File: src/rtl/dcyc_delay_calc.sv
module dcyc_delay_calc #(
  parameter int CODE_W = 6,
  parameter int SEL_W  = 4,
  localparam int THERM_W = (1 << CODE_W) - 1
) (
  input  logic               clk,
  input  logic               rst_n,
  input  logic               meas_vld,
  input  logic [THERM_W-1:0] meas_therm,
  input  logic [SEL_W-1:0]   duty_sel,
  output logic               res_vld,
  output logic [CODE_W-1:0]  per_code,
  output logic [CODE_W-1:0]  dly_code,
  output logic               therm_err
);

  logic [CODE_W-1:0] ones_cnt;
  logic              therm_ok;
  logic [CODE_W-1:0] per_c;
  logic [CODE_W-1:0] t_half, t_qtr, t_shr;
  logic [CODE_W+1:0] sum_w;
  logic [CODE_W-1:0] dly_c;

  always_comb begin
    ones_cnt = '0;
    for (int i = 0; i < THERM_W; i++)
      ones_cnt = ones_cnt + CODE_W'(meas_therm[i]);
  end

  assign therm_ok = ((meas_therm + THERM_W'(1)) & meas_therm) == '0;
  assign per_c    = therm_ok ? ones_cnt : '0;

  assign t_half = duty_sel[3] ? (per_c >> 1) : '0;
  assign t_qtr  = duty_sel[2] ? (per_c >> 2) : '0;
  assign t_shr  = duty_sel[1] ? (per_c >> 3) :
                  duty_sel[0] ? (per_c >> 4) : '0;

  assign sum_w = (CODE_W+2)'(t_half) + (CODE_W+2)'(t_qtr) + (CODE_W+2)'(t_shr);
  assign dly_c = (sum_w > (CODE_W+2)'(THERM_W)) ? CODE_W'(THERM_W) : sum_w[CODE_W-1:0];

  always_ff @(posedge clk or negedge rst_n) begin
    if (!rst_n) begin
      res_vld   <= 1'b0;
      per_code  <= '0;
      dly_code  <= '0;
      therm_err <= 1'b0;
    end else begin
      res_vld <= meas_vld;
      if (meas_vld) begin
        per_code  <= per_c;
        dly_code  <= dly_c;
        therm_err <= ~therm_ok;
      end
    end
  end

endmodule


File: config.mk
export PLATFORM = sky130hd
export DESIGN_NAME = dcyc_delay_calc
export DESIGN_NICKNAME = d
export VERILOG_FILES = /design/src/rtl/dcyc_delay_calc.sv
export SDC_FILE = /design/constraint.sdc
export NUM_CORES = 1
export LEC_CHECK = 0
export BUFFER_PORTS_ARGS = -buffer_cell sky130_fd_sc_hd__clkbuf_2
export CORE_MARGIN = 2
export CORE_UTILIZATION = 37
export DETAILED_ROUTE_END_ITERATION = 8
export GPL_ROUTABILITY_DRIVEN = 0
export SKIP_LAST_GASP = 1
export SLEW_MARGIN = 20
export SYNTH_ARGS = -nofsm -noshare
export SYNTH_HDL_FRONTEND = slang
export SYNTH_SLANG_ARGS = --single-unit
File: constraint.sdc
create_clock -name clk -period 3 [get_ports clk]
set_clock_uncertainty 0.2 [all_clocks]
set_input_delay 0.75 -clock clk [delete_from_list [all_inputs] [get_ports clk]]
set_output_delay 0.75 -clock clk [all_outputs]
set_load 0.01 [all_outputs]
== Yosys cells after proc, flatten, opt, wreduce, memory -nomap -nowiden ==
Cells that the tools add are included.
Storage, ports and cells
  output and inout bits: 14
  bits in registers: 14
  bits of input ports: 70
  logic and storage cells: 79
Cells by class
  bitwise logic cells: 2
  add/sub/neg operators: 65
  mux-type cells: 6
  order comparisons: 1
  reduce and logical (&&, ||, !) cells: 1
Operators with widths (number)
  $add 6x1->6: 57
  $add 63x1->63 const B: 1
  $and 63x63->63: 1
  $logic_not 63->1: 1
  $mux 6: 2
  $add 6x3->7: 1
  $gt 7x6->1 const B: 1
  $add 5x1->6: 1
  $add 5x4->6: 1
  $add 4x1->5: 1
  $mux 5: 1
  $add 3x1->4: 1
  $mux 4: 1
  $add 2x1->3: 1
  $mux 3: 1
  $add 1x1->2: 1
  $mux 2: 1
  $not 1->1: 1

== Logic depth before layout (Yosys ltp) ==
Gate-level depths: netlist (run 1).
  word-level depth: 68
  depth in mapped cells: 31
  mapped depth without buffers: 31

== Least setup slack after synthesis (run 1) ==
Ideal clock, no wire load.
  path type: input to register
  from: input meas_therm[35]
  to: register dly_code[3]
  cell stages on the path: 29
  buffers on the path: 0
  required time: 2.675 ns
  arrival time: 7.790 ns
  slack: -5.114 ns
  cells stage by stage: inv_1 fa_1 inv_1 fa_1 fa_1 inv_1 fa_1 inv_1 fa_1 fa_1 fa_1 inv_1 fa_1 inv_1 ha_1 a21o_1 a21oi_1 o21bai_1 a21oi_1 xnor2_1 a22o_1 nand2_1 fa_1 inv_1 ha_1 inv_1 fa_1 xnor2_1 mux2_2
Between the ends
  cells in the longest elaborated chain, start to end: 34
  elaborated cells on any way between the ends: 40
  those cells by class: add/sub: 31; order compare: 1; mux: 6; bitwise: 1; reduce/logical: 1
RTL lines
  from (decl): line 9  | input logic [THERM_W-1:0] meas_therm,
  $add 6x1->6 (28 in series): line 27  | ones_cnt = ones_cnt + CODE_W'(meas_therm[i]);
  $mux 6 *: line 31  | assign per_c = therm_ok ? ones_cnt : '0;
  $mux 5 (tied with other cells): line 33  | assign t_half = duty_sel[3] ? (per_c >> 1) : '0;
  $add 5x4->6 or $mux 3 (tied branches): line 38, 35
  $add 6x3->7 *: line 38  | assign sum_w = (CODE_W+2)'(t_half) + (CODE_W+2)'(t_qtr) + (CODE_W+2)'(t_shr);
  $gt 7x6->1: line 39  | assign dly_c = (sum_w > (CODE_W+2)'(THERM_W)) ? CODE_W'(THERM_W) : sum_w[CODE_W-1:0];
  $mux 6 *: line 39
  to (signal assigned): line 51  | dly_code <= dly_c;
  to (decl): line 13  | output logic [CODE_W-1:0] dly_code,
Mark *: on every way between the ends. The rest lies on a longest branch, timed or not.
A chain may end at the register's enable or synchronous reset.

== Worst setup path in the final report (run 1) ==
Same ends and word-level chain as after synthesis.

==> impl_metrics.py, run 1 <==
metrics = {
    "drt": {
        "drt-initial-drc-count": 339,
        "ant_nets": 0,
        "wl_mm": 11.7,
        "vias": 3865,
        "viasPerCell": 5.21,
        "drc": 0,
        "wl_per_cell_um": 15.8,
        "dr.pass1.iters": 5,
    },
    "clocking": {
        "clkSinkCount": 14,
        "cts_tree": "built",
        "cts-root-buf": "clkbuf_8",
        "hold_buffers": 0,
        "htreeDepth": 1,
        "clock_latency_ns": 0.25,
        "clkSlewWorstSetupHoldPaths_ns": 0.06,
        "numCtsBuffers": 3,
        "cts_buffer_depth": 2,
    },
    "synthesis": {
        "yosysSeqAreaShare_pct": 10.1,
        "synth_edf_count": 0,
        "syn-num-nets": 561,
        "ys_ff_latch": 14,
        "synth_warnings": 0,
        "avgSynthCellArea_um2": 8.38,
        "synthCells": 415,
        "ys_types": 42,
        "async_reset_ff_share_pct": 100,
        "syn-cell-area_mm2": 0.00348,
        "ys.flop_type": "dfrtp_1",
    },
    "timing": {
        "max_slew_margin_pct": 69.5,
        "hold_ws_ns": 0.195,
        "period_needed_ns": 7.90,
        "worstMarginPinSlew_ns": 0.446,
        "finalHoldViolCount": 0,
        "fin_ws_ns": -4.90,
        "fmax_mhz": 127,
        "fin_tns_setup_ns": -49.00,
        "setup_viol": 13,
        "slew_viol_final": 0,
        "timing.final.crit_share_pct": 263,
        "rsz0062_at_grt": "true",
    },
    "finish": {
        "drive_gt1_share_pct": 42.6,
        "stdcell_count": 742,
        "nNetsFinal": 778,
        "seq_area_um2": 350,
        "syn2layout_area_growth_pct": 51.7,
        "fill_cells": 847,
        "multi_input_area_mm2": 0.00285,
        "diodes": 0,
    },
    "placement": {
        "place_inst": 731,
        "io_buffers": 83,
        "place_hpwl_mm": 10.4,
        "pre_cts_ws_ns": -5.30,
    },
    "global_routing": {
        "grt_max_degree": 21,
        "globalRouteMet3Util_pct": 1.94,
        "met2_usage_pct": 40.8,
        "first_global_vias": 4011,
        "busiest_layer": "met2",
        "grt.overflow.total": 0,
        "use_met1_pct": 34.9,
        "antenna_found_initial": 0,
        "grt_pass1_wl_mm": 19.7,
        "grt_use_total_pct": 24.6,
    },
    "status": {
        "failed_checks": "setup timing",
        "status": "finished with violations",
    },
    "die": {
        "die_h_um": 101,
        "io_pins": 84,
        "std_cell_rows": 35,
        "dieArea_mm2": 0.0102,
        "chipWidth_um": 101,
        "initial_core_util_pct": 37.8,
        "core-area_mm2": 0.00920,
    },
    "run": {
        "drv_cap": 0,
    },
    "setup_path": {
        "cp-start-kind": "input pin",
        "worst_setup_path_end_kind": "flip-flop",
        "cp.arrival_ns": 7.84,
        "cp.required_ns": 2.94,
        "cp_max_fo": 4,
        "crit_type": "input pin to flip-flop",
    },
    "hold_path": {
        "hp-class": "input pin to async pin",
    },
}
layer usage:
| metal | vias to the layer above | routed length [um] |
|---|---|---|
| li1 | 1844 | - |
| met1 | 1820 | 5090 |
| met2 | 164 | 5420 |
| met3 | 37 | 768 |
| met4 | 0 | 404 |
| met5 | - | 0 |
Yosys cell counts, types with 2 or more instances:
cell type / number / share of area, %
nor2b_1: 7 / 1.3
o21ai_0: 24 / 3.5
dfrtp_1: 14 / 10
nor3_1: 8 / 1.2
mux2_2: 5 / 1.6
or4_4: 2 / 0.65
nand2_1: 29 / 3.1
nor4_4: 2 / 1.2
nor2_1: 16 / 1.7
and3_2: 3 / 0.65
nor4_1: 10 / 1.8
nand4_1: 27 / 4.9
a22o_1: 2 / 0.50
mux2i_1: 2 / 0.58
o2111ai_1: 3 / 0.76
a31o_2: 4 / 1.0
a22oi_1: 2 / 0.43
inv_1: 104 / 11
nand3_1: 25 / 3.6
xnor2_1: 6 / 1.5
a21o_1: 4 / 0.86
a21oi_1: 12 / 1.7
o31ai_1: 7 / 1.5
ha_1: 19 / 6.8
o41ai_1: 5 / 1.3
fa_1: 57 / 33
path summary, 6_finish.rpt:
| path | to | from | slack, ns | cells after the start |
|---|---|---|---|---|
| max in group asynchronous | per_code[4]$_DFFE_PN0P_ | rst_n | 2.15 | 1 |
| worst max-delay path | dly_code[3]$_DFFE_PN0P_ | meas_therm[35] | -4.90 | 27 |
| worst min register to register | per_code[0]$_DFFE_PN0P_ | per_code[0]$_DFFE_PN0P_ | 0.32 | 1 |
| min in group clk | per_code[0]$_DFFE_PN0P_ | per_code[0]$_DFFE_PN0P_ | 0.32 | 1 |
| worst min-delay path | therm_err$_DFFE_PN0P_ | rst_n | 0.19 | 1 |
| worst max register to register | per_code[3]$_DFFE_PN0P_ | per_code[3]$_DFFE_PN0P_ | 1.95 | 2 |
state kept, by name (all words and copies together) (netlist names):
| name | flops |
|---|---|
| dly_code | 6 |
| per_code | 6 |
| res_vld | 1 |
| therm_err | 1 |
worst max-delay path, stage by stage:
cell and delay [ns]:
clkbuf_16 0.12, inv_8 0.03, fa_1 0.57, inv_2 0.05, fa_2 0.56, inv_2 0.04
fa_2 0.52, fa_1 0.42, fa_1 0.52, fa_1 0.44, fa_1 0.52, fa_1 0.44
fa_2 0.38, fa_2 0.36, inv_2 0.05, a21o_1 0.12, a21oi_2 0.07, xnor2_2 0.16
a22o_1 0.23, nand2_1 0.07, fa_1 0.43, inv_2 0.09, ha_4 0.14, inv_2 0.03
fa_2 0.34, xnor2_1 0.13, mux2_2 0.26
cell type report:
type	count	share of cell area, %
Timing Repair Buffer	215	28.2
Multi-Input combinational cell	294	54.0
Sequential cell	14	6.64
Inverter	104	7.54
Tap cell	111	2.63
Clock buffer	4	1.04
cell families after synthesis:
kind of cell | after synthesis | share of synthesized area [%]
and+or+nand+nor | 136 | 22.0
xor gates and xnor gates | 6 | 1.51
AOI/OAI and AO/OA | 69 | 12.8
DFF | 14 | 10.1
muxes | 7 | 2.19
buffers and inverters | 107 | 11.8
adders and majority gates | 76 | 39.6
metrics by stage:
step	area, um2	util (%)
after floorplan	3530	-
after global placement	5010	54.5
after detailed placement	5010	54.5
after CTS	5160	56.1
after global routing	5280	57.4
final	5280	57.4
placed cells by master, fill, tap and decap left out, types with 3 or more instances in the layout:
master and count:
a21o_1 4, a21oi_1 8, a21oi_2 4, a31o_2 4
and3_2 3, buf_4 126, buf_6 5, clkbuf_2 79
clkbuf_8 4, dfrtp_1 14, fa_1 51, fa_2 6
ha_1 18, inv_1 96, inv_2 7, mux2_4 3
nand2_1 28, nand3_1 24, nand4_1 27, nor2_1 16
nor2b_1 7, nor3_1 8, nor4_1 7, nor4_2 3
o2111ai_1 3, o21ai_0 21, o31ai_1 7, o41ai_1 5
or4_4 3, xnor2_1 3
timing repair:
action | 4_1_cts | 5_1_grt
hold endpoints to repair | 0 | 0
gates resized for setup | 15 | 23
pin swaps | 18 | 11
buffers inserted | 3 | 3
gates cloned | 0 | 1
endpoints found under the setup margin | 13 | 13
Power of run 1 is left out: the tool's default activity adds up to more than one toggle a clock period on the data nets, which glitch-free logic cannot reach.
==> inputs of run 2 (changes only) <==
--- a/config.mk
+++ b/config.mk
@@ -6,8 +6,10 @@
 export NUM_CORES = 1
 export LEC_CHECK = 0
 export BUFFER_PORTS_ARGS = -buffer_cell sky130_fd_sc_hd__clkbuf_2
+export CORE_ASPECT_RATIO = 1.5
 export CORE_MARGIN = 2
 export CORE_UTILIZATION = 37
+export CTS_BUF_LIST = sky130_fd_sc_hd__clkbuf_4 sky130_fd_sc_hd__clkbuf_8
 export DETAILED_ROUTE_END_ITERATION = 8
 export GPL_ROUTABILITY_DRIVEN = 0
 export SKIP_LAST_GASP = 1
==> run 2 against run 1 <==
Net effect:
- the run still ends with setup timing left
- non-clock buffer count increased by 16
- wire length increased by 9.2%
- flip-flop and latch count stayed put
- register-to-register slack improved by 0.03 ns
- worst setup slack got worse by 0.035 ns
- die area up 0.16%
- core utilization grew 4.3 points
- critical path type unchanged
- largest cell class unchanged
==> impl_metrics.py, run 2 (same netlist as run 1, synthesis figures left out) <==
metrics = {
    "setup_path": {
        "cp_max_fo": 4,
        "worst_setup_path_end_kind": "flip-flop",
        "crit_type": "input pin to flip-flop",
        "cp.required_ns": 2.93,
        "reg2reg_depth": 2,
        "cpPeakStageDelay_ns": 0.57,
        "r2r-start": "per_code[4]$_DFFE_PN0P_",
        "rrSetupSlack_ns": 1.98,
        "cp.arrival_ns": 7.87,
        "slowest_stage": "fa_1",
        "crit_path_frequent_cell": "fa_1",
        "cp-start-kind": "input pin",
        "r2r-end": "per_code[4]$_DFFE_PN0P_",
    },
    "drt": {
        "dr.pass1.iters": 7,
        "wl_per_cell_um": 16.8,
        "wl_mm": 12.8,
        "drc": 0,
        "drt-initial-drc-count": 196,
        "vias": 4067,
        "ant_nets": 0,
        "viasPerCell": 5.36,
    },
    "placement": {
        "pre_cts_ws_ns": -5.22,
        "io_buffers": 83,
        "place_hpwl_mm": 11.1,
    },
    "timing": {
        "worstMarginPinSlew_ns": 0.447,
        "setup_viol": 13,
        "finalHoldViolCount": 0,
        "timing.final.crit_share_pct": 265,
        "max_slew_margin_pct": 70.2,
        "period_needed_ns": 7.94,
        "rsz0062_at_grt": "true",
        "fin_tns_setup_ns": -48.82,
        "fin_ws_ns": -4.94,
        "fmax_mhz": 126,
        "slew_viol_final": 0,
    },
    "global_routing": {
        "grt.overflow.total": 0,
        "grt_pass1_wl_mm": 20.1,
        "antenna_found_initial": 0,
        "first_global_vias": 4328,
        "grt_use_total_pct": 25.2,
        "grt_max_degree": 21,
    },
    "finish": {
        "diodes": 0,
        "drive_gt1_share_pct": 48.1,
        "nNetsFinal": 794,
        "fin_util_pct": 61.7,
        "syn2layout_area_growth_pct": 63.3,
        "layout_commonest_cell": "buf_4",
        "reg_top3": "dly_code x6, per_code x6",
        "final_cell_mix": "129 x buf_4, 94 x inv_1, 71 x clkbuf_2",
    },
    "die": {
        "initial_core_util_pct": 37.8,
        "chipWidth_um": 83.2,
        "die_h_um": 123,
        "core-area_mm2": 0.00920,
        "std_cell_rows": 43,
        "dieArea_mm2": 0.0102,
        "io_pins": 84,
    },
    "clocking": {
        "clkSinkCount": 14,
        "clock_latency_ns": 0.24,
        "cts_tree": "built",
        "cts_buffer_depth": 2,
        "hold_buffers": 0,
        "numCtsBuffers": 3,
        "clkSlewWorstSetupHoldPaths_ns": 0.06,
        "cts-root-buf": "clkbuf_8",
        "htreeDepth": 1,
    },
    "run": {
        "drv_cap": 0,
    },
    "hold_path": {
        "hp-class": "input pin to async pin",
    },
    "status": {
        "status": "finished with violations",
        "failed_checks": "setup timing",
    },
}
-- run 2: cell types whose count changed in the layout (fill, tap and decap cells not counted), moves of 4 or more --
| cell | change |
|---|---|
| nand3_4 | +4 |
| clkbuf_2 | -8 |
| nor4_1 | -6 |
| nand3_1 | -4 |
| nor4_2 | +4 |
| o21ai_1 | +4 |
| buf_6 | +21 |
-- run 2: critical path, delay by kind of cell --
kind | cells | cell delay [ns]
buffers and inverters | 7 | 0.42
muxes | 1 | 0.26
xor gates and xnor gates | 2 | 0.30
AOI/OAI and AO/OA | 3 | 0.44
adders and majority gates | 13 | 5.62
and+or+nand+nor | 1 | 0.09
-- run 2: how the worst max path moves through the flow --
stage / start / endpoint / slack, ns / cells past startpoint
after global placement: meas_therm[35] / dly_code[3]$_DFFE_PN0P_ / -5.13 / 27
after detailed placement: meas_therm[35] / dly_code[4]$_DFFE_PN0P_ / -5.22 / 29
after floorplan: meas_therm[35] / dly_code[4]$_DFFE_PN0P_ / -4.84 / 28
after global routing: meas_therm[35] / dly_code[5]$_DFFE_PN0P_ / -5.15 / 29
after CTS: meas_therm[47] / dly_code[3]$_DFFE_PN0P_ / -4.87 / 27
final: meas_therm[35] / dly_code[3]$_DFFE_PN0P_ / -4.94 / 27
-- run 2: through the flow --
step,hold WS [ns],std cells,cell area [um2]
3_5_place_dp,0.303,740,5070
2_1_floorplan,0.254,415,3530
6_report,0.205,759,5680
5_1_grt,0.230,759,5680
3_3_place_gp,0.291,740,5070
4_1_cts,0.210,752,5350
-- run 2: per-layer routing --
metal  part of all wire [%]  vias up  track usage [%]
met3                    4.7       70             2.15
met5                      0        -                0
met1                     34     1924             25.0
li1                       -     1877                -
met2                     53      196             49.2
met4                    8.1        0             16.9
-- run 2: repair_timing --
item,4_1_cts,5_1_grt
buffers inserted,8,9
setup endpoints to repair,13,13
gates cloned,0,0
gates resized for setup,34,73
pin swaps,19,28
-- run 2: area by class of cell --
type                       instances  area [um2]
clock buffer                       4        55.1
fill                             797        3520
inverter                         104         398
multi-input combinational        294        3040
sequential                        14         350
tap                              112         140
timing repair buffer             231        1690
Power of run 2 is left out for the same reason.
